`src/rtl/blu_pkg.sv`:
```
package blu_pkg;
  typedef enum logic [1:0] {
    MODE_BASIC = 2'b00,
    MODE_IMM   = 2'b01,
    MODE_MEM   = 2'b10,
    MODE_BOTH  = 2'b11
  } blu_mode_e;
endpackage

```
`src/rtl/blu_operand_sel.sv`:
```
module blu_operand_sel import blu_pkg::*; #(
  parameter int DATA_W = 36,
  parameter int ADDR_W = 18
) (
  input  blu_mode_e          mode_i,
  input  logic [DATA_W-1:0]  mem_i,
  input  logic [ADDR_W-1:0]  ea_i,
  output logic [DATA_W-1:0]  opnd_o
);
  localparam int PAD_W = DATA_W - ADDR_W;

  // Immediate operand: address in the low half, zeros above
  always_comb begin
    if (mode_i == MODE_IMM) opnd_o = {{PAD_W{1'b0}}, ea_i};
    else                    opnd_o = mem_i;
  end
endmodule

```
`src/rtl/blu_truth_array.sv`:
```
module blu_truth_array #(
  parameter int DATA_W = 36
) (
  input  logic [3:0]         table_i,
  input  logic [DATA_W-1:0]  a_i,
  input  logic [DATA_W-1:0]  b_i,
  output logic [DATA_W-1:0]  y_o
);
  // One 4:1 selector per bit; accumulator bit is the high select bit
  for (genvar i = 0; i < DATA_W; i++) begin : g_bit
    logic [1:0] sel;
    assign sel    = {a_i[i], b_i[i]};
    assign y_o[i] = table_i[sel];
  end
endmodule

```
`src/rtl/blu_dest_decode.sv`:
```
module blu_dest_decode import blu_pkg::*; (
  input  blu_mode_e mode_i,
  output logic      wr_acc_o,
  output logic      wr_mem_o
);
  always_comb begin
    unique case (mode_i)
      MODE_BASIC: begin wr_acc_o = 1'b1; wr_mem_o = 1'b0; end
      MODE_IMM:   begin wr_acc_o = 1'b1; wr_mem_o = 1'b0; end
      MODE_MEM:   begin wr_acc_o = 1'b0; wr_mem_o = 1'b1; end
      default:    begin wr_acc_o = 1'b1; wr_mem_o = 1'b1; end
    endcase
  end
endmodule

```
`src/rtl/blu_out_stage.sv`:
```
module blu_out_stage #(
  parameter int DATA_W     = 36,
  parameter bit REGISTERED = 1'b1
) (
  input  logic              clk,
  input  logic              rst_n,
  input  logic [DATA_W-1:0] res_i,
  input  logic              wa_i,
  input  logic              wm_i,
  output logic [DATA_W-1:0] res_o,
  output logic              wa_o,
  output logic              wm_o
);
  if (REGISTERED) begin : g_reg
    logic [1:0]        rst_sync;
    logic              rst_int_n;
    logic              load_en;
    logic [DATA_W-1:0] res_d, res_q;
    logic              wa_d, wa_q, wm_d, wm_q;

    // Reset is asserted asynchronously and released on a clock edge
    always_ff @(posedge clk or negedge rst_n) begin
      if (!rst_n) rst_sync <= 2'b00;
      else        rst_sync <= {rst_sync[0], 1'b1};
    end
    assign rst_int_n = rst_sync[1];

    always_comb begin
      load_en = rst_int_n;
      res_d   = res_i;
      wa_d    = wa_i;
      wm_d    = wm_i;
    end

    always_ff @(posedge clk or negedge rst_int_n) begin
      if (!rst_int_n) begin
        res_q <= '0;
        wa_q  <= 1'b0;
        wm_q  <= 1'b0;
      end else if (load_en) begin
        res_q <= res_d;
        wa_q  <= wa_d;
        wm_q  <= wm_d;
      end
    end

    assign res_o = res_q;
    assign wa_o  = wa_q;
    assign wm_o  = wm_q;
  end else begin : g_comb
    assign res_o = res_i;
    assign wa_o  = wa_i;
    assign wm_o  = wm_i;
  end
endmodule

```
`src/rtl/bool_truth_unit.sv`:
```
module bool_truth_unit import blu_pkg::*; #(
  parameter int DATA_W     = 36,
  parameter int ADDR_W     = 18,
  parameter bit REGISTERED = 1'b1
) (
  input  logic              clk,
  input  logic              rst_n,
  input  logic [3:0]        fn_pattern,
  input  logic [1:0]        mode,
  input  logic [DATA_W-1:0] acc_val,
  input  logic [DATA_W-1:0] mem_val,
  input  logic [ADDR_W-1:0] eff_addr,
  output logic [DATA_W-1:0] result,
  output logic              wr_acc,
  output logic              wr_mem
);
  localparam int PAD_W = DATA_W - ADDR_W;

  blu_mode_e         mode_e;
  logic [DATA_W-1:0] opnd_c;
  logic [DATA_W-1:0] res_c;
  logic              wa_c, wm_c;

  assign mode_e = blu_mode_e'(mode);

  blu_operand_sel #(.DATA_W(DATA_W), .ADDR_W(ADDR_W)) u_opnd (
    .mode_i(mode_e), .mem_i(mem_val), .ea_i(eff_addr), .opnd_o(opnd_c)
  );

  blu_truth_array #(.DATA_W(DATA_W)) u_tt (
    .table_i(fn_pattern), .a_i(acc_val), .b_i(opnd_c), .y_o(res_c)
  );

  blu_dest_decode u_dest (
    .mode_i(mode_e), .wr_acc_o(wa_c), .wr_mem_o(wm_c)
  );

  blu_out_stage #(.DATA_W(DATA_W), .REGISTERED(REGISTERED)) u_out (
    .clk(clk), .rst_n(rst_n), .res_i(res_c), .wa_i(wa_c), .wm_i(wm_c),
    .res_o(result), .wa_o(wr_acc), .wm_o(wr_mem)
  );

  AST_XOR_FUNC: assert property (@(posedge clk) disable iff (!rst_n)
    (fn_pattern == 4'b0110) |-> (res_c == (acc_val ^ opnd_c)));
  AST_AND_FUNC: assert property (@(posedge clk) disable iff (!rst_n)
    (fn_pattern == 4'b1000) |-> (res_c == (acc_val & opnd_c)));
  AST_IMM_HIGH_ZERO: assert property (@(posedge clk) disable iff (!rst_n)
    (mode == 2'b01) |-> (opnd_c[DATA_W-1:ADDR_W] == {PAD_W{1'b0}}));
  AST_BASIC_USES_MEM: assert property (@(posedge clk) disable iff (!rst_n)
    (mode == 2'b00) |-> (opnd_c == mem_val));
  AST_SOME_DEST: assert property (@(posedge clk) disable iff (!rst_n)
    (wa_c || wm_c));
  AST_MEM_ONLY: assert property (@(posedge clk) disable iff (!rst_n)
    (mode == 2'b10) |-> (wm_c && !wa_c));
  AST_PAT_ZERO: assert property (@(posedge clk) disable iff (!rst_n)
    (fn_pattern == 4'b0000) |-> (res_c == '0));
  AST_PAT_ONES: assert property (@(posedge clk) disable iff (!rst_n)
    (fn_pattern == 4'b1111) |-> (&res_c));
endmodule

```
`config.mk`:
```
export PLATFORM = sky130hd
export DESIGN_NAME = bool_truth_unit
export DESIGN_NICKNAME = d
export VERILOG_FILES = /design/src/rtl/blu_pkg.sv /design/src/rtl/blu_operand_sel.sv /design/src/rtl/blu_truth_array.sv /design/src/rtl/blu_dest_decode.sv /design/src/rtl/blu_out_stage.sv /design/src/rtl/bool_truth_unit.sv
export SDC_FILE = /design/constraint.sdc
export NUM_CORES = 1
export LEC_CHECK = 0
export ABC_AREA = 1
export CORE_MARGIN = 5
export CORE_UTILIZATION = 37
export DETAILED_ROUTE_END_ITERATION = 10
export DONT_BUFFER_PORTS = 1
export PLACE_DENSITY = 0.49
export SYNTH_ARGS = -nofsm -noshare
export SYNTH_HDL_FRONTEND = slang
export SYNTH_SLANG_ARGS = --single-unit
```
`constraint.sdc`:
```
create_clock -name clk -period 2.7 [get_ports clk]
set_input_delay 0.405 -clock clk [delete_from_list [all_inputs] [get_ports clk]]
set_output_delay 0.405 -clock clk [all_outputs]
set_load 0.01 [all_outputs]
```
After elaboration in Yosys (flattened, before gate mapping) --
Cells that the tools add are included. W data, S select, Z words.
Storage, ports and cells: bits in registers 40, input bits 98, output and inout port bits 38, logic and storage cells 119
Cells by class: $lt $le $gt $ge 36, eq/ne operators 2, mux-type cells 75, reductions and logical operators 2
Operator list (count):
- $lt A2 B3 Y1 const B | 36
- $bmux W1 S2 | 36
- $mux W1 | 38
- $mux W36 | 1
- $eq A2 B1 Y1 const B | 1
- $eq A2 B2 Y1 const B | 1
- $logic_not A2 Y1 | 1
- $reduce_or A2 Y1 | 1

Depth between registers and ports, before layout --
Gate-level depths: netlist (run 1).
word-level depth 4, mapped depth 10, gate-level depth less buffers 9

By module --
From an unflattened synthesis (run 1), not the netlist that was laid out.
Second synthesis, totals: cell total of the unflattened synthesis 605, area total of the unflattened synthesis 3479.6 µm²
By module, submodules not included:
- blu_out_stage | instances 1, cells each 164, area each 1506.4 µm², sequential area each 1001.0 µm²
- blu_truth_array | instances 1, cells each 340, area each 1486.4 µm², sequential area each 0.0 µm²
- blu_operand_sel | instances 1, cells each 98, area each 475.5 µm², sequential area each 0.0 µm²
- blu_dest_decode | instances 1, cells each 3, area each 11.3 µm², sequential area each 0.0 µm²

Least setup slack after synthesis (run 1) --
OpenSTA, ideal clock, no wires.
path kind flip-flop to flip-flop, from reg u_out.g_reg.rst_sync[1], to reg u_out.g_reg.res_q[18], in the netlist u_out.res_o[18], setup time 66 ps, data arrival time 1894 ps, data required time 2634 ps, path slack 740 ps, cell stages (with the launch flop) 5, path buffers 2, clock period less this slack 1960 ps, cells stage by stage dfrtp_1 clkbuf_1 clkbuf_1 nand2_1 nand2_1
RTL lines:
- from (decl) | line blu_out_stage.sv:15 | logic [1:0] rst_sync;
- from (signal assigned) | line blu_out_stage.sv:24 | else rst_sync <= {rst_sync[0], 1'b1};
- to (signal assigned) | line blu_out_stage.sv:41 | res_q <= res_d;
- to (decl) | line blu_out_stage.sv:18 | logic [DATA_W-1:0] res_d, res_q;

Worst setup path after layout (run 1) --
from in mode[1], to reg u_out.g_reg.res_q[26], in the netlist u_out.res_o[26]
On the way: longest elaborated chain between the ends 4
Ends and longest elaborated chain:
- from (decl) | line bool_truth_unit.sv:9 | input logic [1:0] mode,
- $eq A2 B1 Y1 | line blu_operand_sel.sv:14 | if (mode_i == MODE_IMM) opnd_o = {{PAD_W{1'b0}}, ea_i};
- $mux W36 | line blu_operand_sel.sv:14
- $bmux W1 S2 | line blu_truth_array.sv:13 | assign y_o[i] = table_i[sel];
- $mux W1 (not written as such) | line blu_truth_array.sv:13
No other way between the ends. The select of a mux whose other input is x is not followed. A chain may end at the register's enable or synchronous reset.

==> results of run 1 <==
[state kept, by name (all words and copies together), names as in the netlist]
signal / cells
u_out.g_reg.rst_sync: 2
u_out.res_o: 36
u_out.wm_o: 1
u_out.wa_o: 1
[cell families after synthesis]
logic type,count (synthesis),share of synthesized area
other cells,1,0.00104
compound gates,16,0.0223
flops,40,0.278
buf+inv,111,0.144
simple gates,440,0.554
[area by class of cell]
cell class                      count  area share
Clock buffer                        8      0.0270
Inverter                           78      0.0789
Multi-Input combinational cell    457       0.559
Sequential cell                    40       0.270
Tap cell                          133      0.0448
Timing Repair Buffer                8      0.0202
[power breakdown]
group          total, mW  internal, mW  leakage, nW  switching, mW
clock network      0.453         0.234       0.0515          0.219
logic              0.402         0.143         1.61          0.259
registers          0.761         0.670        0.486         0.0902
[stage by stage]
step           cells  area [sq um]  setup slack (ns)
3_5_place_dp     715          3600             0.765
3_3_place_gp     715          3600             0.824
6_report         724          3710              1.09
5_1_grt          724          3710             0.862
4_1_cts          724          3710              1.09
2_1_floorplan    608          3600             0.740
[synthesized netlist by cell type, drive strengths merged]
library cell / instances / area (sq um)
o21ai: 2 / 10.0
clkinv: 3 / 11.3
nand3: 162 / 926
dfrtp: 40 / 1000
nand3b: 4 / 30.0
buf: 21 / 181
inv: 75 / 282
a21oi: 14 / 70.1
nand2: 274 / 1040
conb: 1 / 3.75
clkbuf: 12 / 45.0
[worst max-delay path, delay by kind of cell]
| family | cells | cell delay (ns) |
|---|---|---|
| and+or+nand+nor | 7 | 1.08 |
| buffers and inverters | 2 | 0.34 |
[per-layer routing]
metal  track usage  vias up  routed length [um]  share of wire
met4        0.0595        0                 133          0.012
li1              -     1870                   -              -
met3        0.0794       14                1220           0.11
met1         0.232     1646                4620           0.42
met2         0.313      108                5130           0.46
met5             0        -                   0              0
[timing repair]
action / CTS / global route
buffers inserted: 0 / 0
hold buffers: 1 / 0
hold endpoints to repair: 2 / 0
[worst max path at each step]
stage	from	to	slack, ns	cells past startpoint
after detailed placement	mode[1]	u_out.res_o[26]	0.76	9
after floorplan	u_out.g_reg.rst_sync[1]	u_out.res_o[18]	0.74	4
after global placement	mode[1]	u_out.res_o[26]	0.82	9
after CTS	mode[1]	u_out.res_o[26]	1.09	9
final	mode[1]	u_out.res_o[26]	1.09	9
after global routing	mode[1]	u_out.res_o[26]	0.86	9
[layout by cell type (no fill, tap or decap)]
cell type | netlist | routed
nand2_1 | 273 | 273
nand3_1 | 139 | 139
inv_1 | 59 | 59
dfrtp_1 | 40 | 39
nand3_2 | 23 | 23
inv_2 | 16 | 16
a21oi_1 | 14 | 14
clkbuf_8 | 0 | 7
buf_4 | 5 | 6
nand3b_1 | 4 | 4
clkinv_1 | 3 | 3
o21ai_0 | 2 | 2
nand2_4 | 1 | 1
clkbuf_1 | 12 | 1
dlygate4sd3_1 | 0 | 1
buf_12 | 3 | 1
conb_1 | 1 | 1
dfrtp_2 | 0 | 1
==> run metrics, run 1 <==
minimum period implied by the final worst setup slack=about 1.6 ns; highest clock frequency the design can meet=between 600 and 700 MHz; Util after Layout=0.385; effective utilization at floorplan=0.373; Avg WL per Cell=around 15 um; total of fill cells in the finished design=roughly 1,100; gp weighted congestion=~0.8; Mapped Avg Cell Area=between 5 and 6 sq um; peak supply drop=approximately 0.00019 V; slew of the pin with the lowest slew margin=between 0.8 and 0.9 ns; final worst-path cycle share=0.598; via count of the first global-routing pass=around 3,700; violation count after the first detailed-routing iteration=between 200 and 250; standard cell with the maximum stage delay on the critical path=nand2_4; path depth of the worst reg2reg path=3; GRT Residual Overflow=0; data required time at the worst endpoint=roughly 3 ns; detailed-route vias per instance=5.02; number of antenna violations at the first check in global routing=0; layout net count=roughly 700; sum of internal, switching and leakage power=approximately 1.6 mW; worst setup skew after layout=just over 0.004 ns; crit path cell chain=inv_2 > nand2_4 > nand2_1 > inv_2 > nand2_1 > nand3_1 > nand2_1 > nand2_1 > nand2_1; clk sink count=40; Max-cap violations=0; total vias in the final route=3,638; flop-to-flop setup slack=1.27 ns; startpoint of the tightest hold check path=mode[0]; Top cell by count, worst path=nand2_1; clock latency at the later pin of the worst-skew pair=between 0.2 and 0.3 ns; total clock buffers created by CTS=5; area added between synthesis and finish=3.24%; Slew Limit Fails=0; Crit. End Element=flip-flop; combined flip-flop and latch cell area=~1000 sq um; end of the worst register-to-register path=u_out.wa_o; TritonCTS clock tree=yes; Horiz. Die Dim=roughly 110 um; Mapped Area=3600 sq um; highest fanout seen on the critical path=between 50 and 60; RSZ-0062 raised after global routing=no; number of remaining DRC errors=0; deepest clock path buffer count=2; total routed wirelength=11,100 um; number of top-level design ports=136; number of stages on the worst hold path=2; count of warnings emitted by yosys=0; startpoint class of the critical path=input port; setup violators final=0; pwr/cell area=about 440 nW/um^2; number of antenna cells inserted=0; count of standard-cell rows=36; Die Outline Area=11,800 sq um; Crit Reg-Reg Startpoint=u_out.g_reg.rst_sync[1]; count of instances resized after the clock tree is built=0; net count of the mapped netlist=~710; hold violation count in the final report=0; Post-Synthesis Cells=slightly above 600; worst slew margin relative to its limit=0.421; H-tree depth=2; pin count of the biggest net entering global routing=76; Worst EP arrival=approximately 1.8 ns; remaining antenna violation count after routing=0; part of the Yosys area used for sequential elements=0.278; global-route wire length before repair=around 18,000 um; hold slack final=between 0.3 and 0.4 ns; delay of the slowest cell on the worst path=between 0.4 and 0.5 ns; Core ar.=approximately 9600 sq um; share of cells above drive strength 1=0.0931; LEAKAGE=2.15 nW; worst hold path class=in -> reg; final-layout setup total negative slack=0 ns; status=complete, no violations; DRT Pass-1 Iters=4; endpoint of the worst hold path=u_out.wa_o; Synth Register Bits=40; All-Layer GR Usage=0.193; number of distinct library cells after synthesis=18; clk root buf=clkbuf_8; clock slew at reported path FFs=around 0.080 ns; number of buffers added on ports=0; die boundary height=approximately 110 um; HPWL after detailed placement=~7500 um; area of the multi-input gates=roughly 2100 sq um; category of the critical setup timing path=in -> reg
Power figures use the tool's default switching activity.
==> inputs of run 2 (changes only) <==
- PLACE_DENSITY: 0.49 -> 0.51
- clock period: 2.7 -> 1.3 ns (I/O delays scaled with it)
==> run 2 against run 1 <==
Compared with the run above:
- combinational power increased by 120%
- first-iteration DRC count increased by 9.5%
- worst hold slack got worse by 0.22 ns
- design area increased by 3.0%
- routed wire length increased by 1.1%
- setup slack got worse by 0.79 ns
- clock-buffer cell count decreased by 2
- utilization increased by 1.2 points
- highest routed layer unchanged
==> run metrics, run 2 (synthesis gave the netlist of run 1 again) <==
number of stages on the worst hold path=2; highest fanout seen on the critical path=55; origin of the worst setup path=u_out.g_reg.rst_sync[1]; layout net count=a little under 700; startpoint of the tightest hold check path=mode[0]; total of fill cells in the finished design=1,037; deepest clock path buffer count=2; area of the multi-input gates=approximately 2100 sq um; number of top-level design ports=approximately 140; endpoint of the worst hold path=u_out.wa_o; via count of the first global-routing pass=approximately 3,500; category of the critical setup timing path=reg -> reg; peak supply drop=roughly 0.00038 V; Top cell by count, worst path=nand2_1; Worst EP arrival=about 1.2 ns; effective utilization at floorplan=0.373; data required time at the worst endpoint=1.48 ns; Crit. End Element=flip-flop; gp weighted congestion=about 0.77; share of cells above drive strength 1=0.102; global-route wire length before repair=around 18,000 um; clk root buf=clkbuf_8; commonest non-fill, non-tap cells in the layout=nand2_1 (273), nand3_1 (139), inv_1 (58), dfrtp_1 (39), nand3_2 (23); clock slew at reported path FFs=roughly 0.09 ns; worst hold path class=in -> reg; violation count after the first detailed-routing iteration=~240; remaining antenna violation count after routing=0; Slew Limit Fails=0; post-cts hold buffer count=1; Core ar.=roughly 9600 sq um; CP Buf/Inv Count=1; clk sink count=40; count of standard-cell rows=36; startpoint class of the critical path=flip-flop; RSZ-0062 raised after global routing=no; area added between synthesis and finish=6.37%; number of remaining DRC errors=0; number of buffers added on ports=0; number of antenna cells inserted=0; Util after Layout=0.397; worst setup skew after layout=0.00737 ns; clock latency at the later pin of the worst-skew pair=0.29 ns; die boundary height=109 um; delay of the slowest cell on the worst path=~0.51 ns; peak-usage layer in the global routing report=met2; setup violators final=0; end of the worst register-to-register path=u_out.res_o[27]; TritonCTS clock tree=yes; number of antenna violations at the first check in global routing=0; H-tree depth=2; number of flip-flops under the largest register name=36; Horiz. Die Dim=109 um; hold violation count in the final report=0; standard cell with the maximum stage delay on the critical path=dfrtp_4; pin count of the biggest net entering global routing=between 50 and 60; top cell family by delay on the critical path=flip-flops; total routed wirelength=about 11,000 um; highest clock frequency the design can meet=about 990 MHz; met3 capacity usage during global routing=0.0746; met1 capacity usage during global routing=0.228; Max-cap violations=0; path depth of the worst reg2reg path=3; combined flip-flop and latch cell area=~1000 sq um; leading cell type in the layout, fill and taps excluded=nand2_1; count of instances resized after the clock tree is built=0; pwr/cell area=approximately 860 nW/um^2; final-layout setup total negative slack=0 ns; sum of internal, switching and leakage power=3.29 mW; final worst-path cycle share=0.774; DRT Pass-1 Iters=7; Avg WL per Cell=15.4 um; met2 routing resource usage after global routing=0.318; total clock buffers created by CTS=5; minimum period implied by the final worst setup slack=1.01 ns; setup fix buffers added after clock tree synthesis=0; status=complete, no violations; All-Layer GR Usage=0.189; LEAKAGE=about 2.2 nW; crit path cell chain=buf_12 > nand2_1 > nand2_1; detailed-route vias per instance=between 5 and 6; flop-to-flop setup slack=about 0.29 ns; HPWL after detailed placement=7740 um; Crit Reg-Reg Startpoint=u_out.g_reg.rst_sync[1]; GRT Residual Overflow=0; Die Outline Area=between 10,000 and 15,000 sq um; total vias in the final route=approximately 3,700
[run 2: layout make-up]
| type | count | area share |
|---|---|---|
| clock inverter | 1 | 0.00131 |
| clock buffer | 6 | 0.0190 |
| sequential | 40 | 0.263 |
| tap | 133 | 0.0435 |
| multi-input combinational | 457 | 0.543 |
| timing repair buffer | 14 | 0.0543 |
| inverter | 78 | 0.0765 |
[run 2: where the power goes]
group | total, mW | internal, mW | switching (mW)
Combinational | 0.890 | 0.340 | 0.550
Clock | 0.811 | 0.366 | 0.445
Sequential | 1.59 | 1.39 | 0.195
[run 2: worst max-delay path by stage]
stage / endpoint / slack, ns / cells past startpoint
after detailed placement: u_out.res_o[30] / 0.15 / 10
after global routing: u_out.wa_o / 0.22 / 3
after global placement: u_out.res_o[28] / 0.20 / 10
after floorplan: u_out.res_o[18] / 0.006 / 5
final: u_out.res_o[27] / 0.29 / 3
after CTS: u_out.wa_o / 0.28 / 3
[run 2: through the flow]
step | std cells | cell area [sq um] | worst slack [ns] | hold slack [ns]
6_report | 729 | 3820 | 0.294 | 0.0788
5_1_grt | 729 | 3820 | 0.216 | 0.0812
4_1_cts | 729 | 3820 | 0.280 | 0.0590
3_5_place_dp | 721 | 3740 | 0.152 | -0.100
3_3_place_gp | 721 | 3740 | 0.201 | -0.100
2_1_floorplan | 608 | 3610 | 0.00619 | -0.101
[run 2: metal layers]
| metal | vias to the layer above | share of wire |
|---|---|---|
| met5 | - | 0 |
| met4 | 0 | 0.0088 |
| met3 | 9 | 0.11 |
| met2 | 133 | 0.47 |
| met1 | 1686 | 0.41 |
| li1 | 1882 | - |
==> inputs of run 3 (changes only) <==
- clock period: 1.3 -> 0.81 ns (I/O delays scaled with it)
==> run 3 against run 2 <==
Compared with the run above:
- the flow now finishes with violations (setup timing)
- total power is 88% higher
- register-to-register slack worse by 0.46 ns
- utilization is 5.8 points higher
- setup slack worse by 0.46 ns
- highest routed layer unchanged
- clock-buffer cell count stayed put
- worst hold slack worse by 0.022 ns
- combinational power is 120% higher
- first-iteration DRC count is 32% higher
- die area stayed put
- sequential share of layout area is 3.3 points lower
==> run metrics, run 3 (synthesis gave the netlist of run 1 again) <==
pin count of the biggest net entering global routing=39; worst setup skew after layout=0.00317 ns; Slew Limit Fails=0; placed inst area=between 4000 and 5000 sq um; hold violation count in the final report=0; final-layout setup total negative slack=-8.30 ns; final cell count without fillers=773; layout net count=between 700 and 800; TritonCTS clock tree=yes; origin of the worst setup path=u_out.g_reg.rst_sync[1]; clk root buf=clkbuf_8; worst hold path class=in -> async; total clock buffers created by CTS=5; count of standard-cell rows=36; peak supply drop=roughly 0.00065 V; number of cells after detailed placement=approximately 750; RSZ-0062 raised after global routing=yes; total vias in the final route=around 3,900; number of top-level design ports=between 100 and 150; minimum period implied by the final worst setup slack=~0.97 ns; LEAKAGE=roughly 2.5 nW; detailed-route vias per instance=between 5 and 6; Place WS=-0.237 ns; clock slew at reported path FFs=roughly 0.08 ns; Worst EP arrival=roughly 1.2 ns; Horiz. Die Dim=109 um; data required time at the worst endpoint=1.00 ns; commonest non-fill, non-tap cells in the layout=nand2_1 (270), nand3_1 (139), inv_1 (58), dfrtp_1 (38), nand3_2 (23); via count of the first global-routing pass=3,791; final instance area=4380 sq um; Crit. End Element=flip-flop; status=finished with violations; Core ar.=between 9000 and 10,000 sq um; Max-cap violations=0; end of the worst register-to-register path=u_out.res_o[28]; DRT Pass-1 Iters=4; setup ws final=-0.164 ns; Die Outline Area=between 10,000 and 15,000 sq um; All-Layer GR Usage=0.197; path depth of the worst reg2reg path=3; gp weighted congestion=0.774; total routed wirelength=around 11,000 um; number of antenna violations at the first check in global routing=0; die boundary height=~110 um; violation count after the first detailed-routing iteration=320; final worst-path cycle share=1.20; pwr/cell area=approximately 1400 nW/um^2; setup violators final=76; number of flip-flops under the largest register name=36; HPWL after detailed placement=8500 um; share of cells above drive strength 1=0.172; number of buffers added on ports=0; remaining antenna violation count after routing=0; number of antenna cells inserted=0; flop-to-flop setup slack=-0.16 ns; leading cell type in the layout, fill and taps excluded=nand2_1; Avg WL per Cell=about 15 um; category of the critical setup timing path=reg -> reg; clk sink count=40; global-route wire length before repair=18,300 um; Crit Reg-Reg Startpoint=u_out.g_reg.rst_sync[1]; failing checks=setup timing; deepest clock path buffer count=2; number of remaining DRC errors=0; GRT Residual Overflow=0; clock latency at the later pin of the worst-skew pair=about 0.29 ns; highest fanout seen on the critical path=26; highest clock frequency the design can meet=~1000 MHz; effective utilization at floorplan=0.373; area added between synthesis and finish=21.9%; startpoint class of the critical path=flip-flop; H-tree depth=2
-- run 3: cell count changes in the layout (fill, tap and decap cells not counted), moves of 2 or more --
cell	delta
buf_6	+16
nand2_2	+2
buf_12	+8
nand2_1	-3
buf_4	+17
-- run 3: worst max-delay path by stage --
stage	endpoint	slack, ns
3_5_place_dp	u_out.res_o[8]	-0.24
5_1_grt	result[17]	-0.22
3_3_place_gp	u_out.res_o[8]	-0.22
2_1_floorplan	u_out.res_o[18]	-0.42
6_report	u_out.res_o[28]	-0.16
4_1_cts	result[17]	-0.18
-- run 3: worst max-delay path: stages, from the launching register on --
cell and delay [ns]:
dfrtp_4 0.54, buf_8 0.19, nand2_1 0.08, nand2_1 0.05
-- run 3: through the flow --
stage          utilization  power (mW)  hold slack [ns]
3_5_place_dp         0.422        4.30           -0.174
3_3_place_gp         0.422        4.25           -0.174
5_1_grt              0.455        6.65           0.0457
2_1_floorplan            -        3.73           -0.174
6_report             0.455        6.20           0.0564
4_1_cts              0.450        6.24           0.0457
-- run 3: cell type report --
type                       count  area (sq um)
clock buffer                   6          82.6
clock inverter                 2          38.8
fill                        1031          5260
inverter                      78           298
multi-input combinational    457          2090
sequential                    40          1010
tap                          133           166
timing repair buffer          57           701
-- run 3: metal layers --
metal  part of all wire  track usage  vias up
li1                   -            -     1966
met1               0.41        0.233     1799
met2               0.49        0.346      120
met3              0.095       0.0633        9
met4             0.0080       0.0460        0
met5                  0            0        -
-- run 3: what timing repair did --
action	4_1_cts	5_1_grt
hold buffers	2	0
resized for setup	25	4
pin swaps	0	1
setup buffers	6	4
endpoints found under the setup margin	76	76
hold endpoints to repair	3	0
-- run 3: power breakdown --
part | total (mW) | internal [mW] | switching, mW | leakage, nW
Combinational | 1.93 | 0.901 | 1.03 | 1.94
Clock | 1.76 | 1.01 | 0.750 | 0.0614
Sequential | 2.51 | 2.24 | 0.267 | 0.485
